`src/rtl/intc_pkg.sv`:
```
package intc_pkg;
  // Width of the CPU mask field and of each programmable priority field
  localparam int PRIO_W   = 4;
  // Internal level width, wide enough to carry the top level 16
  localparam int LVL_W    = PRIO_W + 1;
  localparam int LVL_NMI  = 16;
  localparam int LVL_FIX  = 15;
  localparam int MASK_MAX = (1 << PRIO_W) - 1;
  // Fixed source numbering; external lines follow, then peripherals
  localparam int SRC_NMI  = 0;
  localparam int SRC_UBRK = 1;
  localparam int SRC_DBG  = 2;
  localparam int SRC_BASE = 3;
endpackage

```
`src/rtl/intc_edge_latch.sv`:
```
module intc_edge_latch (
  input  logic clk,
  input  logic rst,
  input  logic pin,
  input  logic rise_sel,
  input  logic clr,
  output logic pend
);
  logic prev_q;
  logic hit;

  always_comb begin
    if (rise_sel) hit = pin & ~prev_q;
    else          hit = ~pin & prev_q;
  end

  always_ff @(posedge clk) begin
    if (rst) begin
      // Take the pin's present value so that reset itself produces no edge
      prev_q <= pin;
      pend   <= 1'b0;
    end else begin
      prev_q <= pin;
      // A new edge in the same cycle as the clear keeps the request pending
      pend   <= (pend & ~clr) | hit;
    end
  end
endmodule

```
`src/rtl/intc_arbiter.sv`:
```
module intc_arbiter
  import intc_pkg::*;
#(
  parameter int NSRC = 11,
  parameter int ID_W = 4
) (
  input  logic [NSRC-1:0]       elig,
  input  logic [NSRC*LVL_W-1:0] lvl,
  output logic                  any,
  output logic [ID_W-1:0]       idx,
  output logic [LVL_W-1:0]      win_lvl
);
  // The scan runs from the highest index down and takes any level that is
  // not lower than the current best, so on a tie the lower index wins.
  always_comb begin
    any     = 1'b0;
    idx     = '0;
    win_lvl = '0;
    for (int k = NSRC - 1; k >= 0; k--) begin
      if (elig[k] && (!any || lvl[k*LVL_W +: LVL_W] >= win_lvl)) begin
        any     = 1'b1;
        idx     = ID_W'(k);
        win_lvl = lvl[k*LVL_W +: LVL_W];
      end
    end
  end
endmodule

```
`src/rtl/prio_intc.sv`:
```
module prio_intc
  import intc_pkg::*;
#(
  parameter int N_IRQ = 8,
  parameter int N_PER = 16,
  localparam int NSRC = SRC_BASE + N_IRQ + N_PER,
  localparam int ID_W = $clog2(NSRC)
) (
  input  logic                    clk,
  input  logic                    rst,
  input  logic                    nmi_pin,
  input  logic                    nmi_rise_sel,
  input  logic                    ubrk_req,
  input  logic                    dbg_req,
  input  logic [N_IRQ-1:0]        irq_req,
  input  logic [N_IRQ*PRIO_W-1:0] irq_prio,
  input  logic [N_PER-1:0]        per_req,
  input  logic [N_PER*PRIO_W-1:0] per_prio,
  input  logic [PRIO_W-1:0]       cur_mask,
  input  logic                    ack,
  output logic                    req_valid,
  output logic [ID_W-1:0]         req_src,
  output logic [PRIO_W-1:0]       req_mask
);
  localparam int PER_BASE = SRC_BASE + N_IRQ;

  logic                  nmi_pend, dbg_pend;
  logic                  nmi_clr, dbg_clr;
  logic [NSRC-1:0]       elig;
  logic [NSRC*LVL_W-1:0] lvl;
  logic                  win_any;
  logic [ID_W-1:0]       win_idx;
  logic [LVL_W-1:0]      win_lvl;
  logic [LVL_W-1:0]      mask_ext;

  assign mask_ext = {1'b0, cur_mask};
  assign nmi_clr  = req_valid & ack & (req_src == ID_W'(SRC_NMI));
  assign dbg_clr  = req_valid & ack & (req_src == ID_W'(SRC_DBG));

  intc_edge_latch u_nmi_edge (
    .clk(clk), .rst(rst), .pin(nmi_pin), .rise_sel(nmi_rise_sel),
    .clr(nmi_clr), .pend(nmi_pend)
  );

  intc_edge_latch u_dbg_edge (
    .clk(clk), .rst(rst), .pin(dbg_req), .rise_sel(1'b1),
    .clr(dbg_clr), .pend(dbg_pend)
  );

  // Fixed sources: the NMI ignores the mask, break and debug sit at level 15
  assign lvl[SRC_NMI*LVL_W  +: LVL_W] = LVL_W'(LVL_NMI);
  assign lvl[SRC_UBRK*LVL_W +: LVL_W] = LVL_W'(LVL_FIX);
  assign lvl[SRC_DBG*LVL_W  +: LVL_W] = LVL_W'(LVL_FIX);
  assign elig[SRC_NMI]  = nmi_pend;
  assign elig[SRC_UBRK] = ubrk_req & (LVL_W'(LVL_FIX) > mask_ext);
  assign elig[SRC_DBG]  = dbg_pend & (LVL_W'(LVL_FIX) > mask_ext);

  // Programmable sources: the strict compare also blocks a level of 0
  for (genvar i = 0; i < N_IRQ; i++) begin : g_irq
    logic [LVL_W-1:0] l;
    assign l = {1'b0, irq_prio[i*PRIO_W +: PRIO_W]};
    assign lvl[(SRC_BASE+i)*LVL_W +: LVL_W] = l;
    assign elig[SRC_BASE+i] = irq_req[i] & (l > mask_ext);
  end

  for (genvar j = 0; j < N_PER; j++) begin : g_per
    logic [LVL_W-1:0] l;
    assign l = {1'b0, per_prio[j*PRIO_W +: PRIO_W]};
    assign lvl[(PER_BASE+j)*LVL_W +: LVL_W] = l;
    assign elig[PER_BASE+j] = per_req[j] & (l > mask_ext);
  end

  intc_arbiter #(.NSRC(NSRC), .ID_W(ID_W)) u_arb (
    .elig(elig), .lvl(lvl), .any(win_any), .idx(win_idx), .win_lvl(win_lvl)
  );

  // Presentation register: loads the winner, then holds it until acknowledged
  always_ff @(posedge clk) begin
    if (rst) begin
      req_valid <= 1'b0;
      req_src   <= '0;
      req_mask  <= '0;
    end else if (req_valid) begin
      if (ack) req_valid <= 1'b0;
    end else if (win_any) begin
      req_valid <= 1'b1;
      req_src   <= win_idx;
      req_mask  <= (win_lvl > LVL_W'(MASK_MAX)) ? PRIO_W'(MASK_MAX)
                                                : win_lvl[PRIO_W-1:0];
    end
  end
endmodule

```
`config.mk`:
```
export PLATFORM = sky130hd
export DESIGN_NAME = prio_intc
export DESIGN_NICKNAME = d
export VERILOG_FILES = /design/src/rtl/intc_pkg.sv /design/src/rtl/intc_edge_latch.sv /design/src/rtl/intc_arbiter.sv /design/src/rtl/prio_intc.sv
export SDC_FILE = /design/constraint.sdc
export NUM_CORES = 1
export LEC_CHECK = 0
export BUFFER_PORTS_ARGS = -buffer_cell sky130_fd_sc_hd__buf_2
export CORE_ASPECT_RATIO = 0.8
export CORE_MARGIN = 2
export CORE_UTILIZATION = 40
export DETAILED_ROUTE_END_ITERATION = 8
export MAX_ROUTING_LAYER = met4
export SLEW_MARGIN = 20
export SYNTH_ARGS = -nofsm -noshare
export SYNTH_HDL_FRONTEND = slang
export SYNTH_SLANG_ARGS = --single-unit
```
`constraint.sdc`:
```
create_clock -name clk -period 59.9 [get_ports clk]
set_input_delay 8.985 -clock clk [delete_from_list [all_inputs] [get_ports clk]]
set_output_delay 8.985 -clock clk [all_outputs]
set_load 0.02 [all_outputs]
```
# Word-level counts from Yosys, hierarchy flattened
# Index checks and enable logic that the tools add are counted.
dict set report totals {
  word_cells 268
  in_bits 131
  out_inout_bits 10
  register_bits 14
}
dict set report classes {
  reduce_logical 80
  mux 86
  bitwise 42
  eq_ne 1
  n_lt_le_gt_ge 52
}
# op count
set op_table {}
lappend op_table {{$mux W5} 28}
lappend op_table {{$mux W4} 27}
lappend op_table {{$gt A4 B4 Y1} 24}
lappend op_table {{$ge A4 B4 Y1} 23}
lappend op_table {{$and A1 B1 Y1} 34}
lappend op_table {{$mux W1} 31}
lappend op_table {{$logic_and A1 B1 Y1} 26}
lappend op_table {{$logic_not A1 Y1} 26}
lappend op_table {{$logic_or A1 B1 Y1} 26}
lappend op_table {{$ge A4 B4 Y1 const A} 2}
lappend op_table {{$not A1 Y1} 6}
lappend op_table {{$eq A5 B2 Y1 const B} 1}
lappend op_table {{$ge A5 B4 Y1 const A} 1}
lappend op_table {{$gt A5 B4 Y1 const B} 1}
lappend op_table {{$logic_not A5 Y1} 1}
lappend op_table {{$gt A4 B4 Y1 const A} 1}
lappend op_table {{$or A1 B1 Y1} 2}
lappend op_table {{$reduce_and A2 Y1} 1}

# Longest topological paths before layout
dict set report logic_depth {
  depth_word 109
  ltp_mapped 197
}

# Modules after synthesis
# A second synthesis with hierarchy kept.
dict set report hier_totals {
  cells_unflattened 1304
  hier_area_um2 9317.7
}
# mod cells_per_inst n_inst area_per_inst_um2 seq_area_each_um2
set by_module_without_submodules {}
lappend by_module_without_submodules {intc_arbiter 971 1 6610.1 0.0}
lappend by_module_without_submodules {prio_intc 321 1 2570.0 200.2}
lappend by_module_without_submodules {intc_edge_latch 6 2 68.8 40.0}

# Worst setup path after synthesis
# OpenSTA, ideal clock, no wires.
dict set report synth_timing {
  kind {input-to-reg}
  from {in cur_mask[1]}
  to {reg req_src[4]}
  required_time_ns 59.829
  path_buffers 6
  setup_slack_ns 16.307
  arrival_time_ns 43.523
  stages 186
  cell_sequence {inv_1 > ha_1 > nor2b_1 > o211ai_1 > a21o_1 > nor2_1 > ha_1 > nand2b_1 > a21oi_1 > o21ai_0 > a21oi_1 > a21o_1 > ha_1 > o21ai_0 > a21oi_1 > a211o_1 > a221o_1 > o21a_1 > (+150 left out) > a21oi_1 > nor2b_1 > o31ai_1 > inv_1 > nor2_1 > nand2_1 > o21a_1 > ha_1 > nand2b_1 > a21o_1 > a21o_1 > a211oi_1 > or2_2 > and3_1 > clkbuf_1 > nand4_1 > or3b_1 > a21oi_1}
}
dict set report synth_via {
  elab_chain_len 108
}
# element line_no
set synth_rtl {}
lappend synth_rtl {{from (decl)} prio_intc.sv:19} ;# input logic [PRIO_W-1:0] cur_mask,
lappend synth_rtl {{$gt A4 B4 Y1} prio_intc.sv:70} ;# assign elig[PER_BASE+j] = per_req[j] & (l > mask_ext);
lappend synth_rtl {{$and A1 B1 Y1} prio_intc.sv:70}
lappend synth_rtl {{$mux W4 or $mux W1 (tied branches)} intc_arbiter.sv:20} ;# if (elig[k] && (!any || lvl[k*LVL_W +: LVL_W] >= win_lvl)) begin
lappend synth_rtl {{$ge A4 B4 Y1 or $logic_not A1 Y1 (tied branches)} intc_arbiter.sv:20}
lappend synth_rtl {{$logic_or A1 B1 Y1} intc_arbiter.sv:20}
lappend synth_rtl {{$logic_and A1 B1 Y1} intc_arbiter.sv:20}
lappend synth_rtl {{$mux W4 or $mux W1 (tied branches)} intc_arbiter.sv:20}
lappend synth_rtl {{$ge A4 B4 Y1 or $logic_not A1 Y1 (tied branches)} intc_arbiter.sv:20}
lappend synth_rtl {{(+92 left out)} --}
lappend synth_rtl {{$logic_or A1 B1 Y1} intc_arbiter.sv:20}
lappend synth_rtl {{$logic_and A1 B1 Y1} intc_arbiter.sv:20}
lappend synth_rtl {{$mux W4 or $mux W1 (tied branches)} intc_arbiter.sv:20}
lappend synth_rtl {{$ge A5 B4 Y1 or $logic_not A1 Y1 (tied branches)} intc_arbiter.sv:20}
lappend synth_rtl {{$logic_or A1 B1 Y1} intc_arbiter.sv:20}
lappend synth_rtl {{$logic_and A1 B1 Y1} intc_arbiter.sv:20}
lappend synth_rtl {{$mux W1} intc_arbiter.sv:20}
lappend synth_rtl {{$reduce_and A2 Y1 (no line)} --}
lappend synth_rtl {{to (signal assigned)} prio_intc.sv:87} ;# req_src <= win_idx;
lappend synth_rtl {{to (decl)} prio_intc.sv:22} ;# output logic [ID_W-1:0] req_src,
# Parallel ways exist; a longest one is shown, timed or not.
# A chain may end at the register's enable or synchronous reset.

# Final worst setup path
# Same ends and word-level chain as after synthesis.

==> impl_metrics.toml <==
[setup_path]
reg2regPathDepth = 8
start_kind = "input pin"
r2r_end = "req_src[4]"
cp_common_cell = "a21o_1"
critical_path.top_delay_family = "compound AO/OA/AOI/OAI gates"
rrSetupSlack_ns = 57.79
crit_path_end_kind = "flip-flop"
arrival_ns = 48.07
critPathBufInv = 9
crit_path_max_fanout = 24
r2r_start = "u_dbg_edge.pend"
required_ns = 60.07
crit_slowest_cell = "o311ai_1"
path_class = "input pin to flip-flop"
slowest_delay_ns = 0.91

[sta]
tightest_slew_ns = 1.083
max_freq_mhz = 20.88
slew_violations = 0
rsz0062_at_grt = "no"
setup_tns_ns = 0
maxSlewHeadroom_pct = 26.67
fin_crit_ns = 47.89
hold_ws_ns = 0.4938
setup_violations = 0
clock_skew_ns = 0.001396
setup_ws_ns = 12.01
fin_crit_sh_pct = 79.95
hold_viol_final = 0

[global_route]
grt_max_degree = 26
antenna_found_initial = 1
grt_pass1_vias = 7319
grt_use_total_pct = 23.21
overflow = 0
grt_pass1_wl_um = 36540

[routing]
wire_per_inst_um = 16.67
drt_pass1_iterations = 5
drt-total-wl_um = 22400
drt-initial-drc-count = 531
drc = 0
antenna_left = 0
viasPerCell = 5.803
vias = 7799

[placement]
finalWeightedCongestion = 0.8889
placed_area_um2 = 8297
preCtsSetupSlack_ns = 11.86
io_buffers = 140
hpwl_um = 18460
placed_cells = 1339

[synth]
syn-mean-instance-area_um2 = 7.510
synth_edf_count = 0
syn_area_um2 = 7300
synth-main-ff-cell = "dfxtp_1"
ys_async_sr_fraction_pct = 0
ys_ff_latch = 14
syn_inst = 972
synth.distinct_cells = 90
ys_seq_area_share_pct = 3.840
synth-warning-count = 0
synth_nets = 1276

[layout]
nets = 1418
fin_cells = 1344
syn_to_final_growth_pct = 14.96
final_cell_mix = "ha_1 (173), buf_2 (140), a21oi_1 (80), inv_1 (74), nor2_1 (69)"
final_common_cell = "ha_1"
drive_gt1_share_pct = 18.96
final_cell_area_um2 = 8392

[floorplan]
die_w_um = 155.0
die_h_um = 124.8
row_count = 44
dieArea_um2 = 19350
coreArea_um2 = 18000
initial_core_util_pct = 40.55
io_pins = 141

[clock_network]
clk_pin_slew_ns = 0.04
clk_latency_ns = 0.24
htree_levels = 1
post_cts_buffers = 0
clock_sinks = 14
ctsHoldBuffers = 0
cts_tree = "done"
cts_buffers = 3
cts_max_path_buffers = 2
cts_resized = 0
cts-root-buf = "clkbuf_16"

[hold_path]
worstHoldStart = "req_src[4]"
min_path_type = "flip-flop to flip-flop"
min_path_cells = 2
hold_path_end = "req_src[4]"

[pwr]
power.switching_uw = 179.5
clockPowerShare_pct = 4.1
combPwrFrac_pct = 91.8
power_density_nw_per_um2 = 40.16
p_sw_share_pct = 53.25
power_leakage_uw = 0.004147
vdd_drop_max_mv = 0.03659
pwr-share-seq_pct = 4.1
internal-power_uw = 157.6

[run]
cap_violations = 0

[status]
outcome = "completed"
==> cells in the mapped netlist (all sizes together), types with 3 or more instances <==
cell | count | area [um^2]
and3 | 9 | 56.30
a211oi | 13 | 107.6
o221ai | 4 | 35.03
dfxtp | 14 | 280.3
nand4 | 22 | 137.6
a41oi | 4 | 35.03
o311ai | 7 | 68.83
nor2 | 69 | 259.0
inv | 74 | 277.8
or2 | 12 | 75.07
o311a | 6 | 71.32
nand3b | 5 | 37.54
a221oi | 4 | 35.03
o21a | 24 | 180.2
nor2b | 23 | 146.4
buf | 3 | 17.52
o2111ai | 5 | 50.04
nor4 | 7 | 50.05
o221a | 6 | 67.56
o21ai | 47 | 235.2
clkbuf | 7 | 26.28
o211ai | 26 | 205.2
o211a | 7 | 70.07
a211o | 5 | 43.79
nand2 | 55 | 209.0
mux2 | 5 | 56.30
ha | 173 | 2165
o31ai | 7 | 57.55
mux2i | 6 | 60.06
and2 | 15 | 93.84
a2111oi | 4 | 53.80
a21boi | 5 | 37.54
o21bai | 5 | 41.29
a21oi | 87 | 457.9
nand2b | 33 | 206.5
a31o | 8 | 70.06
nor3 | 26 | 140.1
a21o | 51 | 382.9
o22ai | 11 | 82.58
nand3 | 30 | 155.1
a31oi | 15 | 115.1
a22oi | 5 | 51.30
==> cell families (layout without fill, tap and decap cells) <==
group | after synthesis | count (layout) | share of synthesized area (%)
compound gates | 373 | 373 | 37.69
fa+ha+maj | 174 | 174 | 29.81
buf+inv | 84 | 225 | 4.405
flops | 14 | 14 | 3.840
mux | 11 | 11 | 1.594
other cells | 0 | 1 | 0
simple gates | 316 | 316 | 22.66
==> power groups by stage <==
stage | clock network (uW) | logic (uW) | registers, uW
5_1_grt | 14.7 | 351 | 14.3
4_1_cts | 13.9 | 308 | 13.9
2_1_floorplan | 0 | 235 | 16.6
6_report | 13.7 | 309 | 13.9
3_5_place_dp | 0 | 305 | 14.1
3_3_place_gp | 0 | 302 | 14.2
==> worst max-delay path by stage <==
stage | start | to | depth (start not counted)
after floorplan | cur_mask[1] | req_src[4] | 186
after global placement | cur_mask[1] | req_src[4] | 183
after detailed placement | cur_mask[1] | req_src[4] | 184
after CTS | cur_mask[1] | req_src[4] | 184
after global routing | cur_mask[1] | req_src[4] | 183
final | cur_mask[1] | req_src[4] | 183
==> registers in the layout (all words and copies together), names as in the netlist <==
name	count
u_dbg_edge.prev_q	1
req_valid	1
req_src	5
u_nmi_edge.pend	1
u_nmi_edge.prev_q	1
req_mask	4
u_dbg_edge.pend	1
==> tightest hold or removal path, delay by kind of cell, from the launching register on <==
family           cells  cell delay [ns]
AND/OR/NAND/NOR      1             0.07
AO/OA/AOI/OAI        1             0.05
flip-flops           1             0.32
==> stage by stage <==
stage | utilization, % | total power (uW)
2_1_floorplan | - | 251.4
3_3_place_gp | 46.09 | 316.5
3_5_place_dp | 46.09 | 319.5
4_1_cts | 46.58 | 335.5
5_1_grt | 46.62 | 379.8
6_report | 46.62 | 337.1
==> routing by layer <==
layer / part of all wire, % / track usage, % / vias to the layer above
met5: 0 / - / -
met4: 0.98 / 3.105 / 0
met3: 4.4 / 1.079 / 15
met2: 42 / 36.10 / 189
met1: 52 / 33.99 / 3527
li1: - / - / 4068
==> final cells by class <==
type,instances,area [um^2]
multi-input combinational,874,6701
antenna,1,2.502
fill,1839,9610
clock buffer,4,88.84
timing repair buffer,147,753.2
inverter,74,277.8
sequential,14,280.3
tap,230,287.8
No activity file was read; power rests on OpenSTA's default activity.
